## src/rtl/tmr_pkg.sv

```systemverilog
`timescale 1ns/1ps
package tmr_pkg;
  localparam int CNT_W  = 16;
  localparam int PRE_W  = 7;
  localparam int CODE_W = 3;

  typedef enum logic [1:0] {
    SRC_OFF   = 2'b00,
    SRC_SYS   = 2'b01,
    SRC_FIXED = 2'b10,
    SRC_EXT   = 2'b11
  } src_e;

  typedef struct packed {
    logic [CNT_W-1:0] cnt;
    logic             down;
  } cnt_state_t;

  // mask of the prescaler bits that must be all ones for a step
  function automatic logic [PRE_W-1:0] div_mask(input logic [CODE_W-1:0] code);
    logic [PRE_W:0] one_hot;
    one_hot = (PRE_W+1)'(1) << code;
    return PRE_W'(one_hot - 1'b1);
  endfunction

  // counter state after one step
  function automatic cnt_state_t cnt_next(input cnt_state_t cur,
                                          input logic [CNT_W-1:0] lim,
                                          input logic ud);
    cnt_state_t n;
    n = cur;
    if (!ud) begin
      n.down = 1'b0;
      n.cnt  = (cur.cnt >= lim) ? '0 : cur.cnt + 1'b1;
    end else if (!cur.down) begin
      if (cur.cnt >= lim) begin
        n.down = 1'b1;
        n.cnt  = (cur.cnt == '0) ? '0 : cur.cnt - 1'b1;
      end else begin
        n.cnt = cur.cnt + 1'b1;
      end
    end else begin
      if (cur.cnt == '0) begin
        n.down = 1'b0;
        n.cnt  = (lim == '0) ? '0 : CNT_W'(1);
      end else begin
        n.cnt = cur.cnt - 1'b1;
      end
    end
    return n;
  endfunction
endpackage

```

## src/rtl/tmr_tick_src.sv

```systemverilog
`timescale 1ns/1ps
module tmr_tick_src #(
  parameter int SYNC_STAGES = 2,
  parameter int N_ASYNC     = 2
) (
  input  logic               clk,
  input  logic               rst_n,
  input  logic [1:0]         src_sel,
  input  logic [N_ASYNC-1:0] async_in,   // [0] fixed, [1] external
  output logic [N_ASYNC-1:0] rise,
  output logic               tick
);
  import tmr_pkg::*;

  genvar gi;
  generate
    for (gi = 0; gi < N_ASYNC; gi++) begin : g_sync
      logic [SYNC_STAGES-1:0] chain;
      logic                   last_q;
      always_ff @(posedge clk) begin
        if (!rst_n) begin
          chain  <= '0;
          last_q <= 1'b0;
        end else begin
          chain  <= {chain[SYNC_STAGES-2:0], async_in[gi]};
          last_q <= chain[SYNC_STAGES-1];
        end
      end
      assign rise[gi] = chain[SYNC_STAGES-1] & ~last_q;

      a_r6_single_cycle_edge: assert property (@(posedge clk) disable iff (!rst_n)
        rise[gi] |=> !rise[gi]);
    end
  endgenerate

  always_comb begin
    unique case (src_e'(src_sel))
      SRC_OFF:   tick = 1'b0;
      SRC_SYS:   tick = 1'b1;
      SRC_FIXED: tick = rise[0];
      SRC_EXT:   tick = rise[N_ASYNC-1];
      default:   tick = 1'b0;
    endcase
  end

  a_r2_off_no_tick: assert property (@(posedge clk) disable iff (!rst_n)
    (src_sel == 2'b00) |-> !tick);
endmodule

```

## src/rtl/tmr_prescaler.sv

```systemverilog
`timescale 1ns/1ps
module tmr_prescaler #(
  parameter int PRE_W  = tmr_pkg::PRE_W,
  parameter int CODE_W = tmr_pkg::CODE_W
) (
  input  logic              clk,
  input  logic              rst_n,
  input  logic              tick,
  input  logic [CODE_W-1:0] div_code,
  input  logic [1:0]        src_sel,
  output logic              cfg_change,
  output logic              step
);
  import tmr_pkg::*;

  logic [PRE_W-1:0]  pre_q;
  logic [CODE_W-1:0] code_q;
  logic [1:0]        sel_q;
  logic [PRE_W-1:0]  mask;

  assign mask       = div_mask(div_code);
  assign cfg_change = (div_code != code_q) || (src_sel != sel_q);
  assign step       = tick && !cfg_change && ((pre_q & mask) == mask);

  always_ff @(posedge clk) begin
    if (!rst_n) begin
      pre_q  <= '0;
      code_q <= '0;
      sel_q  <= '0;
    end else begin
      code_q <= div_code;
      sel_q  <= src_sel;
      if (cfg_change)  pre_q <= '0;
      else if (tick)   pre_q <= pre_q + 1'b1;
    end
  end

  a_r3_step_needs_tick: assert property (@(posedge clk) disable iff (!rst_n)
    step |-> tick);
  a_r7_clear_on_change: assert property (@(posedge clk) disable iff (!rst_n)
    cfg_change |=> (pre_q == '0));
  a_r3_hold_without_tick: assert property (@(posedge clk) disable iff (!rst_n)
    (!tick && !cfg_change) |=> $stable(pre_q));
endmodule

```

## src/rtl/tmr_counter.sv

```systemverilog
`timescale 1ns/1ps
module tmr_counter #(
  parameter int CNT_W = tmr_pkg::CNT_W
) (
  input  logic             clk,
  input  logic             rst_n,
  input  logic             step,
  input  logic             updown,
  input  logic [CNT_W-1:0] mod_val,
  output logic [CNT_W-1:0] count,
  output logic             dir_down
);
  import tmr_pkg::*;

  cnt_state_t cur, nxt;

  assign nxt      = cnt_next(cur, mod_val, updown);
  assign count    = cur.cnt;
  assign dir_down = cur.down;

  always_ff @(posedge clk) begin
    if (!rst_n)       cur <= '0;
    else if (step)    cur <= nxt;
    else if (!updown) cur.down <= 1'b0;
  end

  a_r2_hold_without_step: assert property (@(posedge clk) disable iff (!rst_n)
    !step |=> $stable(count));
  a_r4_wrap_at_mod: assert property (@(posedge clk) disable iff (!rst_n)
    (step && !updown && count >= mod_val) |=> (count == '0));
  a_r8_stay_in_bound: assert property (@(posedge clk) disable iff (!rst_n)
    (step && count <= mod_val && $stable(mod_val)) |=> (count <= $past(mod_val)));
  a_r5_no_down_in_up_mode: assert property (@(posedge clk) disable iff (!rst_n)
    !updown |=> !dir_down);
endmodule

```

## src/rtl/timer_clk_prescaler.sv

```systemverilog
`timescale 1ns/1ps
module timer_clk_prescaler #(
  parameter int CNT_W  = tmr_pkg::CNT_W,
  parameter int PRE_W  = tmr_pkg::PRE_W,
  parameter int CODE_W = tmr_pkg::CODE_W
) (
  input  logic              clk,
  input  logic              rst_n,
  input  logic [1:0]        src_sel,
  input  logic [CODE_W-1:0] div_code,
  input  logic              updown,
  input  logic [CNT_W-1:0]  mod_val,
  input  logic              fixed_clk_in,
  input  logic              ext_clk_in,
  output logic [CNT_W-1:0]  count,
  output logic              dir_down,
  output logic              cnt_step
);
  logic [1:0] rise;
  logic       tick;
  logic       cfg_change;

  tmr_tick_src #(.SYNC_STAGES(2), .N_ASYNC(2)) u_src (
    .clk      (clk),
    .rst_n    (rst_n),
    .src_sel  (src_sel),
    .async_in ({ext_clk_in, fixed_clk_in}),
    .rise     (rise),
    .tick     (tick)
  );

  tmr_prescaler #(.PRE_W(PRE_W), .CODE_W(CODE_W)) u_pre (
    .clk        (clk),
    .rst_n      (rst_n),
    .tick       (tick),
    .div_code   (div_code),
    .src_sel    (src_sel),
    .cfg_change (cfg_change),
    .step       (cnt_step)
  );

  tmr_counter #(.CNT_W(CNT_W)) u_cnt (
    .clk      (clk),
    .rst_n    (rst_n),
    .step     (cnt_step),
    .updown   (updown),
    .mod_val  (mod_val),
    .count    (count),
    .dir_down (dir_down)
  );

  a_r7_no_step_on_change: assert property (@(posedge clk) disable iff (!rst_n)
    cfg_change |-> !cnt_step);
  a_r6_ext_step_from_edge: assert property (@(posedge clk) disable iff (!rst_n)
    (src_sel == 2'b11 && cnt_step) |-> rise[1]);
endmodule

```

## config.mk

```make
export PLATFORM = sky130hd
export DESIGN_NAME = timer_clk_prescaler
export DESIGN_NICKNAME = d
export VERILOG_FILES = /design/src/rtl/tmr_pkg.sv /design/src/rtl/tmr_tick_src.sv /design/src/rtl/tmr_prescaler.sv /design/src/rtl/tmr_counter.sv /design/src/rtl/timer_clk_prescaler.sv
export SDC_FILE = /design/constraint.sdc
export NUM_CORES = 1
export LEC_CHECK = 0
export CAP_MARGIN = 30
export CORE_MARGIN = 3
export CORE_UTILIZATION = 32
export CTS_CLUSTER_DIAMETER = 60
export DETAILED_ROUTE_END_ITERATION = 7
export RECOVER_POWER = 50
export SETUP_SLACK_MARGIN = 0.3
export SLEW_MARGIN = 20
export SYNTH_ARGS = -nofsm -noshare
export SYNTH_HDL_FRONTEND = slang
export SYNTH_HIERARCHICAL = 1
export SYNTH_SLANG_ARGS = --single-unit
```

## constraint.sdc

```tcl
create_clock -name clk -period 3.39 [get_ports clk]
set_input_delay 0.678 -clock clk [delete_from_list [all_inputs] [get_ports clk]]
set_output_delay 0.678 -clock clk [all_outputs]
set_load 0.01 [all_outputs]
```

# Word level (Yosys, flattened, before mapping)
# Index checks and enable logic that the tools add are counted.
# Widths: inputs -> output; s select.
# op_classes
add_sub_neg	4
n_lt_le_gt_ge	1
eq_ne	7
shifts	1
mux	12
bitwise	6
reduce_logical	8
# ops
op	n
$mux 16	4
$mux 17	2
$logic_not 16->1	2
$add 16x1->16 const B	1
$ge 16x16->1	1
$sub 16x1->16 const B	1
$add 7x1->7 const B	1
$and 7x7->7	1
$eq 7x7->1	1
$shl 1x3->7 const A	1
$sub 7x1->7 const B	1
$mux 1	5
$eq 2x2->1 const B	2
$pmux 1 s4	1
$ne 3x3->1	1
$not 1->1	3
$and 1x1->1	2
$eq 2x1->1 const B	1
$logic_and 1x1->1	2
$logic_not 2->1	1
$ne 2x1->1 const B	1
$ne 2x2->1	1
$reduce_or 2->1	1
$logic_not 1->1	1
$logic_or 1x1->1	1
# word_totals
reg_bits	35
in_bits	26
output_inout_bits	18
elab_cells	48

# Depth between registers and ports, before layout
# logic_depth
word_depth	6
ltp_mapped	14
depth_no_buf	12

# By module
# The synthesis kept the hierarchy.
# modules_own_cells
module	instances	cells_per_inst	area_per_inst_um2	seq_area_each_um2
tmr_counter	1	247	1876.8	340.3
tmr_prescaler	1	72	663.1	240.2
tmr_tick_src	1	17	196.4	120.1

# Worst setup path before layout
# OpenSTA, ideal clock, no wires.
# synth_path
kind	input -> register
startpoint	input div_code[0]
endpoint	register u_cnt.cur (netlist bit u_cnt/count[9])
setup_ns	0.115
arrival_ns	3.214
t_required_ns	3.275
path_slack_ns	0.061
stages	11
path_buffers	3
cell_sequence	buf_6 -> or3_4 -> ha_1 -> o21ai_0 -> a2111o_1 -> a2111oi_2 -> buf_6 -> clkinv_1 -> clkbuf_1 -> o2bb2ai_1 -> o21a_1
# synth_between
elab_chain_cells	5
elab_cells_between_ends	9
cone_classes	add/sub: 1; eq/ne: 2; shift: 1; bitwise: 1; reduce/logical: 4
# synth_rtl
item	line_no	text
start, declared	timer_clk_prescaler.sv:10	input logic [CODE_W-1:0] div_code,
$shl 1x3->7 or $ne 3x3->1 (tied branches)	tmr_pkg.sv:22, tmr_prescaler.sv:22	
$sub 7x1->7 or $logic_or 1x1->1 (tied branches)	tmr_pkg.sv:23, tmr_prescaler.sv:22	
$and 7x7->7 or $logic_not 1->1 (tied branches)	tmr_prescaler.sv:23	assign step = tick && !cfg_change && ((pre_q & mask) == mask);
$eq 7x7->1 or $logic_and 1x1->1 (tied branches)	tmr_prescaler.sv:23	
$logic_and 1x1->1 (*)	tmr_prescaler.sv:23	
net cnt_step	timer_clk_prescaler.sv:17	output logic cnt_step
end signal, assigned	tmr_counter.sv:23	else if (step) cur <= nxt;
end, declared	tmr_counter.sv:15	cnt_state_t cur, nxt;
# Mark *: on every way through the listed nets, which the timed path passes. The rest lies on a longest branch.
# A chain may end at the register's enable or synchronous reset.

# Worst setup path in the final report
# layout_path
startpoint	input div_code[0]
endpoint	output cnt_step
# layout_between
elab_chain_cells	5
elab_cells_between_ends	9
cone_classes	add/sub: 1; eq/ne: 2; shift: 1; bitwise: 1; reduce/logical: 4
# layout_rtl
item	line_no
$shl 1x3->7 or $ne 3x3->1 (tied branches)	tmr_pkg.sv:22, tmr_prescaler.sv:22
$sub 7x1->7 or $logic_or 1x1->1 (tied branches)	tmr_pkg.sv:23, tmr_prescaler.sv:22
$and 7x7->7 or $logic_not 1->1 (tied branches)	tmr_prescaler.sv:23
$eq 7x7->1 or $logic_and 1x1->1 (tied branches)	tmr_prescaler.sv:23
$logic_and 1x1->1 (*)	tmr_prescaler.sv:23
end, declared	timer_clk_prescaler.sv:17
# Mark *: on every way between the ends. The rest lies on a longest branch, timed or not.

==> reports/metrics.yaml <==
leakage_nw: 1.45
p_comb_share_pct: 10.3
grt_util_met1_pct: 19.3
drt_iter0_markers: 196
totalPowerFinal_mw: 0.980
worst_setup_hold_path_clk_slew_ns: 0.08
crit_fanout: 2
worst_hold_path_type: "flip-flop to flip-flop"
clock_tree.root_cell: "clkbuf_8"
setup_violation_total_in_the_final_timing_report: 0
maxSlewViolCount: 0
gp_congestion: 0.868
worst_slew_pin_slew_ns: 1.06
synth.cell_area_sq_mm: 0.00273
grt_start_max_net_pins: 30
grt_pass1_vias: 2434
die_width_um: 98.3
vias: 2578
cts-htree-levels: 2
hpwl_um: 5150
min_period_over_period_pct: 87.2
worst_path_max_stage_delay_ns: 0.40
sequentialPowerShare_pct: 42.8
start_util_pct: 33.0
fp-row-count: 33
crit_reg_reg_startpoint: "u_cnt/count[0]"
cap_violations: 0
rrSetupSlack_ns: 0.62
tritoncts: "built"
worst-endpoint-arrival_ns: 2.28
timing.critical_path.cells: "buf_8, or3_4, ha_4, o21ai_2, a2111o_1, a2111oi_4, buf_2"
detail-route-antenna-nets: 0
netSwitchingPower_mw: 0.213
synthesis.instances: 335
critical_path_start_end_classification: "input port to output port"
setup.worst_path.start: "div_code[0]"
fraction_of_layout_instances_using_a_drive_strength_above_1_pct: 13.7
grt_first_pass_wirelength_um: 11800
path_buf_inv: 2
syn2layout_area_growth_pct: 27.9
placeableCoreArea_sq_mm: 0.00826
grt_setup_unrepaired: "no"
min_path_cells: 1
num_antenna_cells: 0
clock_path_buffers: 2
finalWorstPathRequiredPeriod_ns: 2.96
cp_num_cells: 7
grt_antenna_before_repair: 0
max_clock_freq_mhz: 338
worst_setup_slack_post_dpl_ns: -0.394
cts_inserted_buffers: 5
run_status: "completed"
power_per_cell_area_mw_per_mm2: 281
place.detailed.instances: 480
remaining_drc_errors: 0
detail_route.wl_per_cell_um: 14.5
critical_path_s_slowest_cell: "or3_4"
path_delay_family: "compound AO/OA/AOI/OAI gates"
grt.total_usage_pct: 14.8
floorplan.io_pins: 44
place.port_buffers: 43
peakVddDrop_v: 0.000211
syn_avg_cell_area_sq_um: 8.14
firstDrtPassIters: 4
fin_hold_ws_ns: 0.438
synthesized_nets: 382
fin_setup_tns_ns: 0
wirelength_um: 7120
finalHoldViolations: 0
layout.nets: 433
total_area_of_sequential_cells_sq_um: 701
ys_warn_count: 6
fill_cells: 853
clock-skew-final_ns: 0.0102
sw_ratio_pct: 21.7
required_ns: 2.71
power.clock.fraction_pct: 46.9
tritoncts_num_sinks: 35
setup_ws_ns: 0.433
die_outline_area_sq_mm: 0.00967
max-slew-margin-rel_pct: 29.2
worst_setup_path_endpoint: "cnt_step"
routed_via_density: 5.24
worstSetupEndpointType: "output port"
regToRegEndpoint: "u_cnt/count[11]"
final-instance-count-excl-fill: 492
ff2ff_path_depth: 10
use_met3_pct: 3.79
startpoint_type: "input port"
die_h_um: 98.3
clock_latency_ns: 0.30
power_report.internal_total_mw: 0.768
multi_input_comb_area_sq_mm: 0.00187
globalRouteOverflowTotal: 0
grt_busiest_layer: "met2"
global_route.usage.met2_pct: 23.9
## flip-flops by register name, indices dropped and copies added, names as in the netlist
signal,flops
u_cnt/count,16
u_pre/pre_q,7
u_src/g_sync.chain,4
u_pre/code_q,3
u_pre/sel_q,2
u_src/g_sync.last_q,2
u_cnt/dir_down,1
## worst min-delay path by stage
stage	slack, ns	startpoint	endpoint
after floorplan	0.41	u_src/g_sync[0].chain[0]	u_src/g_sync[0].chain[1]
after global placement	0.42	u_src/g_sync[1].chain[0]	u_src/g_sync[1].chain[1]
after detailed placement	0.42	u_src/g_sync[1].chain[0]	u_src/g_sync[1].chain[1]
after CTS	0.44	u_src/g_sync[1].chain[0]	u_src/g_sync[1].chain[1]
after global routing	0.45	u_src/g_sync[1].chain[0]	u_src/g_sync[1].chain[1]
final	0.44	u_src/g_sync[0].chain[0]	u_src/g_sync[0].chain[1]
## power by group through the flow
stage               Combinational [mW]  Clock, mW  Sequential, mW
detailed placement              0.0978          0           0.429
global route                     0.113      0.492           0.420
finish                           0.101      0.460           0.419
CTS                              0.103      0.478           0.419
floorplan                       0.0522          0           0.428
global placement                0.0974          0           0.429
## repair_timing
action	CTS	global route
hold buffers	0	0
cloned	0	0
gates resized for setup	32	1
endpoints found under the setup margin	16	13
setup buffers	1	3
pin swaps	6	2
## final cells by class
class,instances,area share (%)
Multi-Input combinational cell,261,53.6
Sequential cell,35,20.1
Timing Repair Buffer,63,16.5
Tap cell,105,3.77
Inverter,20,2.19
Clock buffer,5,1.97
Clock inverter,3,1.94
## cell usage in the layout (no fill, tap or decap), types with 3 or more instances in the layout
cell type and count:
and3_1 6, nand4_1 9, nor2_1 31, nor2b_1 3
a21oi_1 12, nand3_1 12, o22ai_1 3, buf_6 3
clkbuf_8 5, xor2_1 17, nor3_1 11, or3_1 3
ha_1 20, nor4_1 8, dfxtp_1 35, clkdlybuf4s50_1 28
o21ai_0 14, and2_0 5, a221oi_1 7, xnor2_1 11
a31oi_1 3, nand2_1 27, mux2i_1 3, inv_1 19
nor4b_1 3, dlygate4sd3_1 9, and4_1 3, o31a_1 4
and2_1 5, buf_4 16
## metal layers
| layer | wire length, um | vias to the layer above |
|---|---|---|
| met5 | 0 | - |
| met4 | 122 | 0 |
| met3 | 420 | 13 |
| met2 | 3280 | 67 |
| met1 | 3310 | 1199 |
| li1 | - | 1299 |
## through the flow
stage / utilization (%) / instance area [sq um]
floorplan: - / 2740
global placement: 39.9 / 3290
detailed placement: 39.9 / 3290
CTS: 42.0 / 3460
global route: 42.2 / 3490
finish: 42.2 / 3490
No activity file was read; power rests on OpenSTA's default activity.
